### config.mk
export PLATFORM = sky130hd
export DESIGN_NAME = irq_route_unit
export DESIGN_NICKNAME = d
export VERILOG_FILES = /design/src/rtl/irq_route_pkg.sv /design/src/rtl/irq_route_lane.sv /design/src/rtl/irq_route_dp.sv /design/src/rtl/irq_route_ctrl.sv /design/src/rtl/irq_route_unit.sv
export SDC_FILE = /design/constraint.sdc
export NUM_CORES = 1
export LEC_CHECK = 0
export BUFFER_PORTS_ARGS = -buffer_cell sky130_fd_sc_hd__buf_4
export CORE_AREA = 2 2 39 41
export CTS_CLUSTER_DIAMETER = 50
export DETAILED_ROUTE_END_ITERATION = 8
export DIE_AREA = 0 0 41 43
export PLACE_DENSITY = 0.66
export SYNTH_ARGS = -nofsm -noshare
export SYNTH_HDL_FRONTEND = slang
export SYNTH_SLANG_ARGS = --single-unit
### constraint.sdc
create_clock -name clk -period 5.6 [get_ports clk]
set_clock_uncertainty 0.1 [all_clocks]
set_input_delay 1.12 -clock clk [delete_from_list [all_inputs] [get_ports clk]]
set_output_delay 1.12 -clock clk [all_outputs]
set_load 0.005 [all_outputs]
### src/rtl/irq_route_pkg.sv
package irq_route_pkg;
  localparam int LVL_W = 2;
  localparam int NUM_TYPES = 2;

  typedef struct packed {
    logic capture;
    logic fire;
  } route_ctrl_t;
endpackage

### src/rtl/irq_route_lane.sv
module irq_route_lane #(
  parameter int LVL_W = 2
) (
  input  logic [LVL_W-1:0] effLvl,
  input  logic             nonSecure,
  input  logic             ovrEff,
  input  logic             monRoute,
  input  logic             maskBit,
  input  logic             reqIn,
  output logic [LVL_W-1:0] tgtLvl,
  output logic             canTake
);
  localparam logic [LVL_W-1:0] MON_LVL = LVL_W'((1 << LVL_W) - 1);
  localparam logic [LVL_W-1:0] HYP_LVL = LVL_W'((1 << LVL_W) - 2);
  localparam logic [LVL_W-1:0] DEF_LVL = LVL_W'(1);

  logic hypBypass;
  logic levelOk;

  always_comb begin
    if (monRoute)
      tgtLvl = MON_LVL;
    else if (nonSecure && ovrEff)
      tgtLvl = HYP_LVL;
    else
      tgtLvl = DEF_LVL;
  end

  assign hypBypass = nonSecure && ovrEff && (effLvl < HYP_LVL) && (tgtLvl == HYP_LVL);
  assign levelOk   = (effLvl <= tgtLvl);
  assign canTake   = reqIn && levelOk && (hypBypass || !maskBit);
endmodule

### src/rtl/irq_route_dp.sv
module irq_route_dp
  import irq_route_pkg::*;
#(
  parameter int LVL_W = 2,
  parameter int NUM_T = 2
) (
  input  logic             clk,
  input  logic             rstN,
  input  logic [LVL_W-1:0] curLvl,
  input  logic             secureState,
  input  logic [NUM_T-1:0] hypOvr,
  input  logic             hypTrapAll,
  input  logic [NUM_T-1:0] monRoute,
  input  logic [NUM_T-1:0] maskBits,
  input  logic [NUM_T-1:0] reqs,
  input  route_ctrl_t      ctrl,
  output logic             anyTake,
  output logic             takeIsFiq,
  output logic [LVL_W-1:0] takeLevel
);
  localparam int IDX_W = (NUM_T > 1) ? $clog2(NUM_T) : 1;
  localparam logic [LVL_W-1:0] MON_LVL = LVL_W'((1 << LVL_W) - 1);
  localparam logic [LVL_W-1:0] HYP_LVL = LVL_W'((1 << LVL_W) - 2);

  logic [LVL_W-1:0] effLvl;
  logic [NUM_T-1:0] laneTake;
  logic [LVL_W-1:0] laneTgt [NUM_T];
  logic [IDX_W-1:0] selIdx;
  logic [LVL_W-1:0] selTgt;

  // level 0 is routed as level 1
  assign effLvl = (curLvl == '0) ? LVL_W'(1) : curLvl;

  generate
    for (genvar t = 0; t < NUM_T; t++) begin : g_lane
      irq_route_lane #(.LVL_W(LVL_W)) u_lane (
        .effLvl   (effLvl),
        .nonSecure(!secureState),
        .ovrEff   (hypOvr[t] || hypTrapAll),
        .monRoute (monRoute[t]),
        .maskBit  (maskBits[t]),
        .reqIn    (reqs[t]),
        .tgtLvl   (laneTgt[t]),
        .canTake  (laneTake[t])
      );
    end
  endgenerate

  // lowest index (FIQ) has priority
  always_comb begin
    selIdx = '0;
    selTgt = laneTgt[0];
    for (int t = NUM_T - 1; t >= 0; t--) begin
      if (laneTake[t]) begin
        selIdx = IDX_W'(t);
        selTgt = laneTgt[t];
      end
    end
  end

  assign anyTake = |laneTake;

  always_ff @(posedge clk) begin
    if (!rstN) begin
      takeIsFiq <= 1'b0;
      takeLevel <= '0;
    end else if (ctrl.capture) begin
      takeIsFiq <= (selIdx == '0);
      takeLevel <= selTgt;
    end
  end

  AST_TARGET_NOT_BELOW: assert property (@(posedge clk) disable iff (!rstN)
    ctrl.capture |=> takeLevel >= $past(effLvl));
  AST_FIQ_WINS: assert property (@(posedge clk) disable iff (!rstN)
    (ctrl.capture && reqs[0] && laneTake[0]) |=> takeIsFiq);
  AST_MON_TOP: assert property (@(posedge clk) disable iff (!rstN)
    (ctrl.capture && laneTake[0] && monRoute[0]) |=> takeLevel == MON_LVL);
  AST_SECURE_NOT_HYP: assert property (@(posedge clk) disable iff (!rstN)
    (ctrl.capture && secureState) |=> takeLevel != HYP_LVL);
endmodule

### src/rtl/irq_route_ctrl.sv
module irq_route_ctrl
  import irq_route_pkg::*;
(
  input  logic        clk,
  input  logic        rstN,
  input  logic        anyTake,
  input  logic        takeAck,
  output route_ctrl_t ctrl,
  output logic        takeValid
);
  typedef enum logic [1:0] {ST_IDLE, ST_FIRE, ST_WAIT} state_t;
  state_t state, stateNext;

  always_comb begin
    stateNext = state;
    case (state)
      ST_IDLE: if (anyTake) stateNext = ST_FIRE;
      ST_FIRE: stateNext = takeAck ? ST_IDLE : ST_WAIT;
      ST_WAIT: if (takeAck) stateNext = ST_IDLE;
      default: stateNext = ST_IDLE;
    endcase
  end

  always_ff @(posedge clk) begin
    if (!rstN) state <= ST_IDLE;
    else       state <= stateNext;
  end

  assign ctrl.capture = (state == ST_IDLE) && anyTake;
  assign ctrl.fire    = (state == ST_FIRE);
  assign takeValid    = ctrl.fire;

  AST_STROBE_SINGLE: assert property (@(posedge clk) disable iff (!rstN)
    takeValid |=> !takeValid);
  AST_WAIT_NO_STROBE: assert property (@(posedge clk) disable iff (!rstN)
    (state == ST_WAIT && !takeAck) |=> !takeValid);
  AST_IDLE_ACK_INERT: assert property (@(posedge clk) disable iff (!rstN)
    (state == ST_IDLE && !anyTake) |=> !takeValid);
endmodule

### src/rtl/irq_route_unit.sv
module irq_route_unit
  import irq_route_pkg::*;
(
  input  logic       clk,
  input  logic       rstN,
  input  logic [1:0] curLevel,
  input  logic       secureState,
  input  logic       hypFiqOvr,
  input  logic       hypIrqOvr,
  input  logic       hypTrapAll,
  input  logic       monFiqRoute,
  input  logic       monIrqRoute,
  input  logic       fiqMask,
  input  logic       irqMask,
  input  logic       fiqReq,
  input  logic       irqReq,
  input  logic       takeAck,
  output logic       takeValid,
  output logic       takeIsFiq,
  output logic [1:0] takeLevel
);
  route_ctrl_t ctrl;
  logic        anyTake;

  irq_route_dp #(.LVL_W(LVL_W), .NUM_T(NUM_TYPES)) u_dp (
    .clk        (clk),
    .rstN       (rstN),
    .curLvl     (curLevel),
    .secureState(secureState),
    .hypOvr     ({hypIrqOvr, hypFiqOvr}),
    .hypTrapAll (hypTrapAll),
    .monRoute   ({monIrqRoute, monFiqRoute}),
    .maskBits   ({irqMask, fiqMask}),
    .reqs       ({irqReq, fiqReq}),
    .ctrl       (ctrl),
    .anyTake    (anyTake),
    .takeIsFiq  (takeIsFiq),
    .takeLevel  (takeLevel)
  );

  irq_route_ctrl u_ctrl (
    .clk      (clk),
    .rstN     (rstN),
    .anyTake  (anyTake),
    .takeAck  (takeAck),
    .ctrl     (ctrl),
    .takeValid(takeValid)
  );
endmodule

# Word-level counts from Yosys, hierarchy flattened
# Cells that the tools add are included.
totals:
  regBits: 5
  out_inout_bits: 4
  input_bits: 15
op_classes:
  n_mux: 13
  n_eq_ne: 6
  n_reduce_logical: 22
  order_cmp: 3
  n_bitwise: 1
ops:
  columns: ["op", "n"]
  rows:
  - ["$mux W2", 10]
  - ["$logic_and A1 B1 Y1", 11]
  - ["$eq A2 B2 Y1 const B", 3]
  - ["$pmux W2 S3", 1]
  - ["$le A2 B2 Y1", 2]
  - ["$logic_not A2 Y1", 2]
  - ["$logic_or A1 B1 Y1", 4]
  - ["$logic_not A1 Y1", 3]
  - ["$eq A2 B1 Y1 const B", 1]
  - ["$lt A2 B2 Y1 const B", 1]
  - ["$mux W1", 2]
  - ["$ne A2 B1 Y1 const B", 1]
  - ["$ne A2 B2 Y1 const B", 1]
  - ["$reduce_and A2 Y1", 1]
  - ["$reduce_or A2 Y1", 1]
  - ["$not A1 Y1", 1]

# Logic depth before layout (Yosys ltp)
logic_depth:
  word_depth: 11
  ltp_mapped: 10

# Modules after synthesis
# From an unflattened synthesis, not the netlist that was laid out.
unflattened:
  cells_unflattened: 50
  hier_area_um2: 437.9
modules_own_cells:
  columns: ["module", "area_per_inst_um2", "cells_per_inst", "n_inst", "seq_area_each_um2"]
  rows:
  - ["irq_route_dp", 173.9, 20, 1, 60.1]
  - ["irq_route_lane", 83.8, 11, 2, 0.0]
  - ["irq_route_ctrl", 96.3, 8, 1, 40.0]

# Worst setup path before layout
# Ideal clock, no wire load.
synth_path:
  path_kind: "input -> register"
  startpoint: "input port secureState"
  endpoint: "register u_dp.takeLevel[0]"
  arrival_time_ns: 2.676
  n_path_buf: 0
  path_slack_ns: 2.754
  stages: 8
  setup_time_ns: 0.070
  path_cell_list: "or3_2 ha_1 nand3_1 o21ai_0 nand2_1 a211oi_2 o221ai_1 a21boi_1"
synth_via:
  elab_chain_cells: 10
  word_cells_on_any_way: 25
  classes_between: "2 x order compare; 2 x eq/ne; 6 x mux; 15 x reduce/logical"
synth_rtl:
  columns: ["item", "line_no", "text"]
  rows:
  - ["from (decl)", "irq_route_unit.sv:7", "input logic secureState,"]
  - ["$logic_not A1 Y1 *", "irq_route_dp.sv:38", ".nonSecure(!secureState),"]
  - ["$logic_and A1 B1 Y1", "irq_route_lane.sv:23, irq_route_lane.sv:29", null]
  - ["$mux W2", "irq_route_lane.sv:23", "else if (nonSecure && ovrEff)"]
  - ["$mux W2", "irq_route_lane.sv:21", "if (monRoute)"]
  - ["$eq A2 B2 Y1", "irq_route_lane.sv:29", "assign hypBypass = nonSecure && ovrEff && (effLvl < HYP_LVL) && (tgtLvl == HYP_LVL);"]
  - ["$logic_and A1 B1 Y1", "irq_route_lane.sv:29", null]
  - ["$logic_or A1 B1 Y1", "irq_route_lane.sv:31", "assign canTake = reqIn && levelOk && (hypBypass || !maskBit);"]
  - ["$logic_and A1 B1 Y1", "irq_route_lane.sv:31", null]
  - ["$mux W2 / $reduce_or A2 Y1 (equally long branches)", "irq_route_dp.sv:54, irq_route_dp.sv:61", null]
  - ["$mux W2 / $logic_and A1 B1 Y1 (equally long branches)", "irq_route_dp.sv:54, irq_route_ctrl.sv:29", null]
  - ["to (signal assigned)", "irq_route_dp.sv:69", "takeLevel <= selTgt;"]
  - ["to (decl)", "irq_route_dp.sv:19", "output logic [LVL_W-1:0] takeLevel"]
# Every way passes the cells marked *; elsewhere a longest branch is shown, timed or not.
# A chain may end at the register's enable or synchronous reset.

# Worst setup path in the final report
layout_path:
  startpoint: "input port hypTrapAll"
  endpoint: "register u_dp.takeLevel[0]"
layout_via:
  elab_chain_cells: 10
  word_cells_on_any_way: 26
  classes_between: "2 x order compare; 2 x eq/ne; 6 x mux; 16 x reduce/logical"
layout_rtl:
  columns: ["item", "line_no", "text"]
  rows:
  - ["from (decl)", "irq_route_unit.sv:10", "input logic hypTrapAll,"]
  - ["$logic_or A1 B1 Y1", "irq_route_dp.sv:39", ".ovrEff (hypOvr[t] || hypTrapAll),"]
  - ["$logic_and A1 B1 Y1", "irq_route_lane.sv:23, irq_route_lane.sv:29", null]
  - ["$mux W2", "irq_route_lane.sv:23", null]
  - ["$mux W2", "irq_route_lane.sv:21", null]
  - ["$eq A2 B2 Y1", "irq_route_lane.sv:29", null]
  - ["$logic_and A1 B1 Y1", "irq_route_lane.sv:29", null]
  - ["$logic_or A1 B1 Y1", "irq_route_lane.sv:31", null]
  - ["$logic_and A1 B1 Y1", "irq_route_lane.sv:31", null]
  - ["$mux W2 / $reduce_or A2 Y1 (equally long branches)", "irq_route_dp.sv:54, irq_route_dp.sv:61", null]
  - ["$mux W2 / $logic_and A1 B1 Y1 (equally long branches)", "irq_route_dp.sv:54, irq_route_ctrl.sv:29", null]
# Several ways; a longest one is shown, not always the timed one.

==> impl_results.md <==
- Reg2reg start: u_ctrl.state[0]
- Die ar.: 1763 sq um
- Final net count: 86
- Final Hold Viols: 0
- Internal power: 88.31 uW
- P&R area growth vs syn: 46.25%
- CP startpoint kind: primary input
- Initial Util: 27.76%
- Average cell area after synthesis: 8.536 sq um
- Max Cap Viol: 0
- Sink Count: 5
- Share of layout cells above drive strength 1: 39.39%
- Detailed-route wire length per cell: 10.27 um
- Crit path max fanout: 4
- Clk pwr share: 34.3%
- Sw Share: 27.22%
- Min-delay src: u_dp.takeLevel[1]
- Worst Hold Class: flip-flop to flip-flop
- Worst-path clk slew: 0.04 ns
- Final TNS setup: 0 ns
- # port buffers: 18
- CTS Buffer Depth: 2
- Initial DRC Count: 3
- Total Routing Usage GR: 10.95%
- Switching pwr: 33.02 uW
- Worst reg2reg path depth: 3
- Post-synth cell types: 26
- WP data arrival: 2.99 ns
- I/O pins: 19
- Post-route ant nets: 0
- Reg-to-reg setup timing slack: 4.46 ns
- Cell taking the most area after synthesis: dfxtp_1
- Rows: 14
- Crit path time final: 2.918 ns
- Gr ovfl total: 0
- Syn Inst Count: 45
- Top-area cell type share of the netlist area: 26.06%
- Commonest non-fill, non-tap cell in the layout: buf_4
- WL final: 842 um
- Die extent in x: 41 um
- TritonCTS buffer count: 3
- CTS tree: yes
- Worst-margin pin slew: 0.2946 ns
- Via count: 405
- Setup-failing EPs final: 0
- DR DRC count: 0
- Pwr dens: 216.0 nW/um^2
- Highest Clock Rate: 342.8 MHz
- P_leak: 0.0002494 uW
- DRT Pass-1 Iters: 4
- Critical R2R Capture: u_dp.takeLevel[0]
- GP Congestion: 0.6730
- Drt via density: 4.939
- Register area share after synthesis: 26.06%
- Fin. max-slew vios: 0
- Die Ht: 43 um
- Ant. Diodes: 0
- Commonest non-fill, non-tap cells in the layout: buf_4, nor2_1, dfxtp_1, nor2b_1, ha_1
- Seq cells post-synth: 5
- H-tree depth: 1
- Worst path required time: 5.67 ns
- Setup slack after layout: 2.682 ns
- Outcome: finished clean
- Max-slew headroom: 80.15%
- # Post-CTS Setup Buffers: 0
- Clock insertion delay at the later pin of the skew report: 0.24 ns
- Comb pwr share: 30.6%
- Worst Hold Path Cells: 2
- Top cells by area, synth: dfxtp_1, ha_1, nor2b_1
- Flop pwr share: 35.1%
- Post-layout util: 40.60%
- First-pass GRT wire length: 1269 um
- Max IR drop VDD: 136.3 uV
- PostCTS Resize Cnt: 0
- Number of global-route vias before repair: 353
- Critical setup path kind: primary input to flip-flop
- CORE AREA: 1384 sq um
- Largest net degree at the start of global routing: 7
- Worst Setup End Kind: flip-flop
- Pre-CTS setup slack: 2.378 ns
- Hold endpoint: u_dp.takeLevel[1]
- Final period utilization: 52.10%
- Yosys warning total: 0
- Clock root cell: clkbuf_4
- Hold_buf cts: 0
- Net Count, Synth: 64
- Initial antenna violation count: 0
- Post-Syn Area: 384.1 sq um
- RSZ-0062 raised after global routing: no
- DPL Wire Length: 702.3 um
[logic make-up (layout without fill, tap and decap cells)]
family	count (synthesis)	after routing	share of synthesized area [%]
adders and majority gates	4	4	13.03
DFF	5	5	26.06
buffers and inverters	1	22	0.9763
AOI/OAI and AO/OA	11	11	24.43
and+or+nand+nor	22	22	30.62
xor gates and xnor gates	1	1	2.281
muxes	1	1	2.606
[layout make-up]
class	instances	area (sq um)
sequential	5	100.1
tap	16	20.02
timing repair buffer	18	135.1
clock buffer	4	26.28
fill	152	822.0
multi-input combinational	39	280.3
[cell usage after synthesis (all sizes together)]
cell type / count
nor2: 6
dfxtp: 5
ha: 4
nor2b: 4
nand2: 3
nand3: 2
o21ai: 2
o41ai: 2
or3: 2
a211oi: 1
a21boi: 1
a21oi: 1
and2: 1
clkbuf: 1
mux2i: 1
nand2b: 1
nor3: 1
nor3b: 1
o21a: 1
o221ai: 1
o2bb2ai: 1
o31a: 1
or2b: 1
xnor2: 1
[power groups by stage]
stage,clock network (uW),logic [uW],registers (uW)
after floorplan,0,20.0,42.9
after global placement,0,36.6,43.1
after detailed placement,0,37.7,43.2
after CTS,44.6,37.8,42.6
after global routing,45.5,41.8,43.1
final,41.6,37.1,42.6
[worst max-delay path by stage]
stage,start,endpoint,slack (ns),cells after the start
after floorplan,secureState,u_dp.takeLevel[0],2.75,8
after global placement,hypTrapAll,u_dp.takeLevel[0],2.48,11
after detailed placement,hypTrapAll,u_dp.takeLevel[0],2.38,11
after CTS,hypTrapAll,u_dp.takeLevel[0],2.64,11
after global routing,hypTrapAll,u_dp.takeLevel[0],2.43,11
final,hypTrapAll,u_dp.takeLevel[0],2.68,11
[layer usage]
layer	routed length, um	vias up	global-route usage, %
met5	0	-	0
met4	16	0	8.000
met3	48	2	3.141
met2	401	13	15.63
met1	375	180	13.23
li1	-	210	-
[registers in the layout, indices dropped and copies added, names as in the netlist]
signal and cells:
u_ctrl.state 2, u_dp.takeLevel 2, u_dp.takeIsFiq 1
[critical path, cell delays in order]
cell and delay [ns]:
buf_4 0.11, nor2_1 0.18, nor2_1 0.06, nor2_1 0.13
ha_1 0.26, nor2b_1 0.13, o21ai_0 0.23, nand2_1 0.12
a211oi_2 0.32, o221ai_1 0.17, a21boi_1 0.16
[metrics by stage]
step | power, uW | hold WS (ns) | std cells | cell area, sq um
after global routing | 130.3 | 0.3917 | 82 | 561.8
final | 121.3 | 0.3572 | 82 | 561.8
after floorplan | 62.91 | 0.3457 | 45 | 384.1
after global placement | 79.73 | 0.3572 | 78 | 535.5
after detailed placement | 80.89 | 0.3518 | 78 | 535.5
after CTS | 125.0 | 0.3602 | 82 | 561.8
Power figures use the tool's default switching activity.
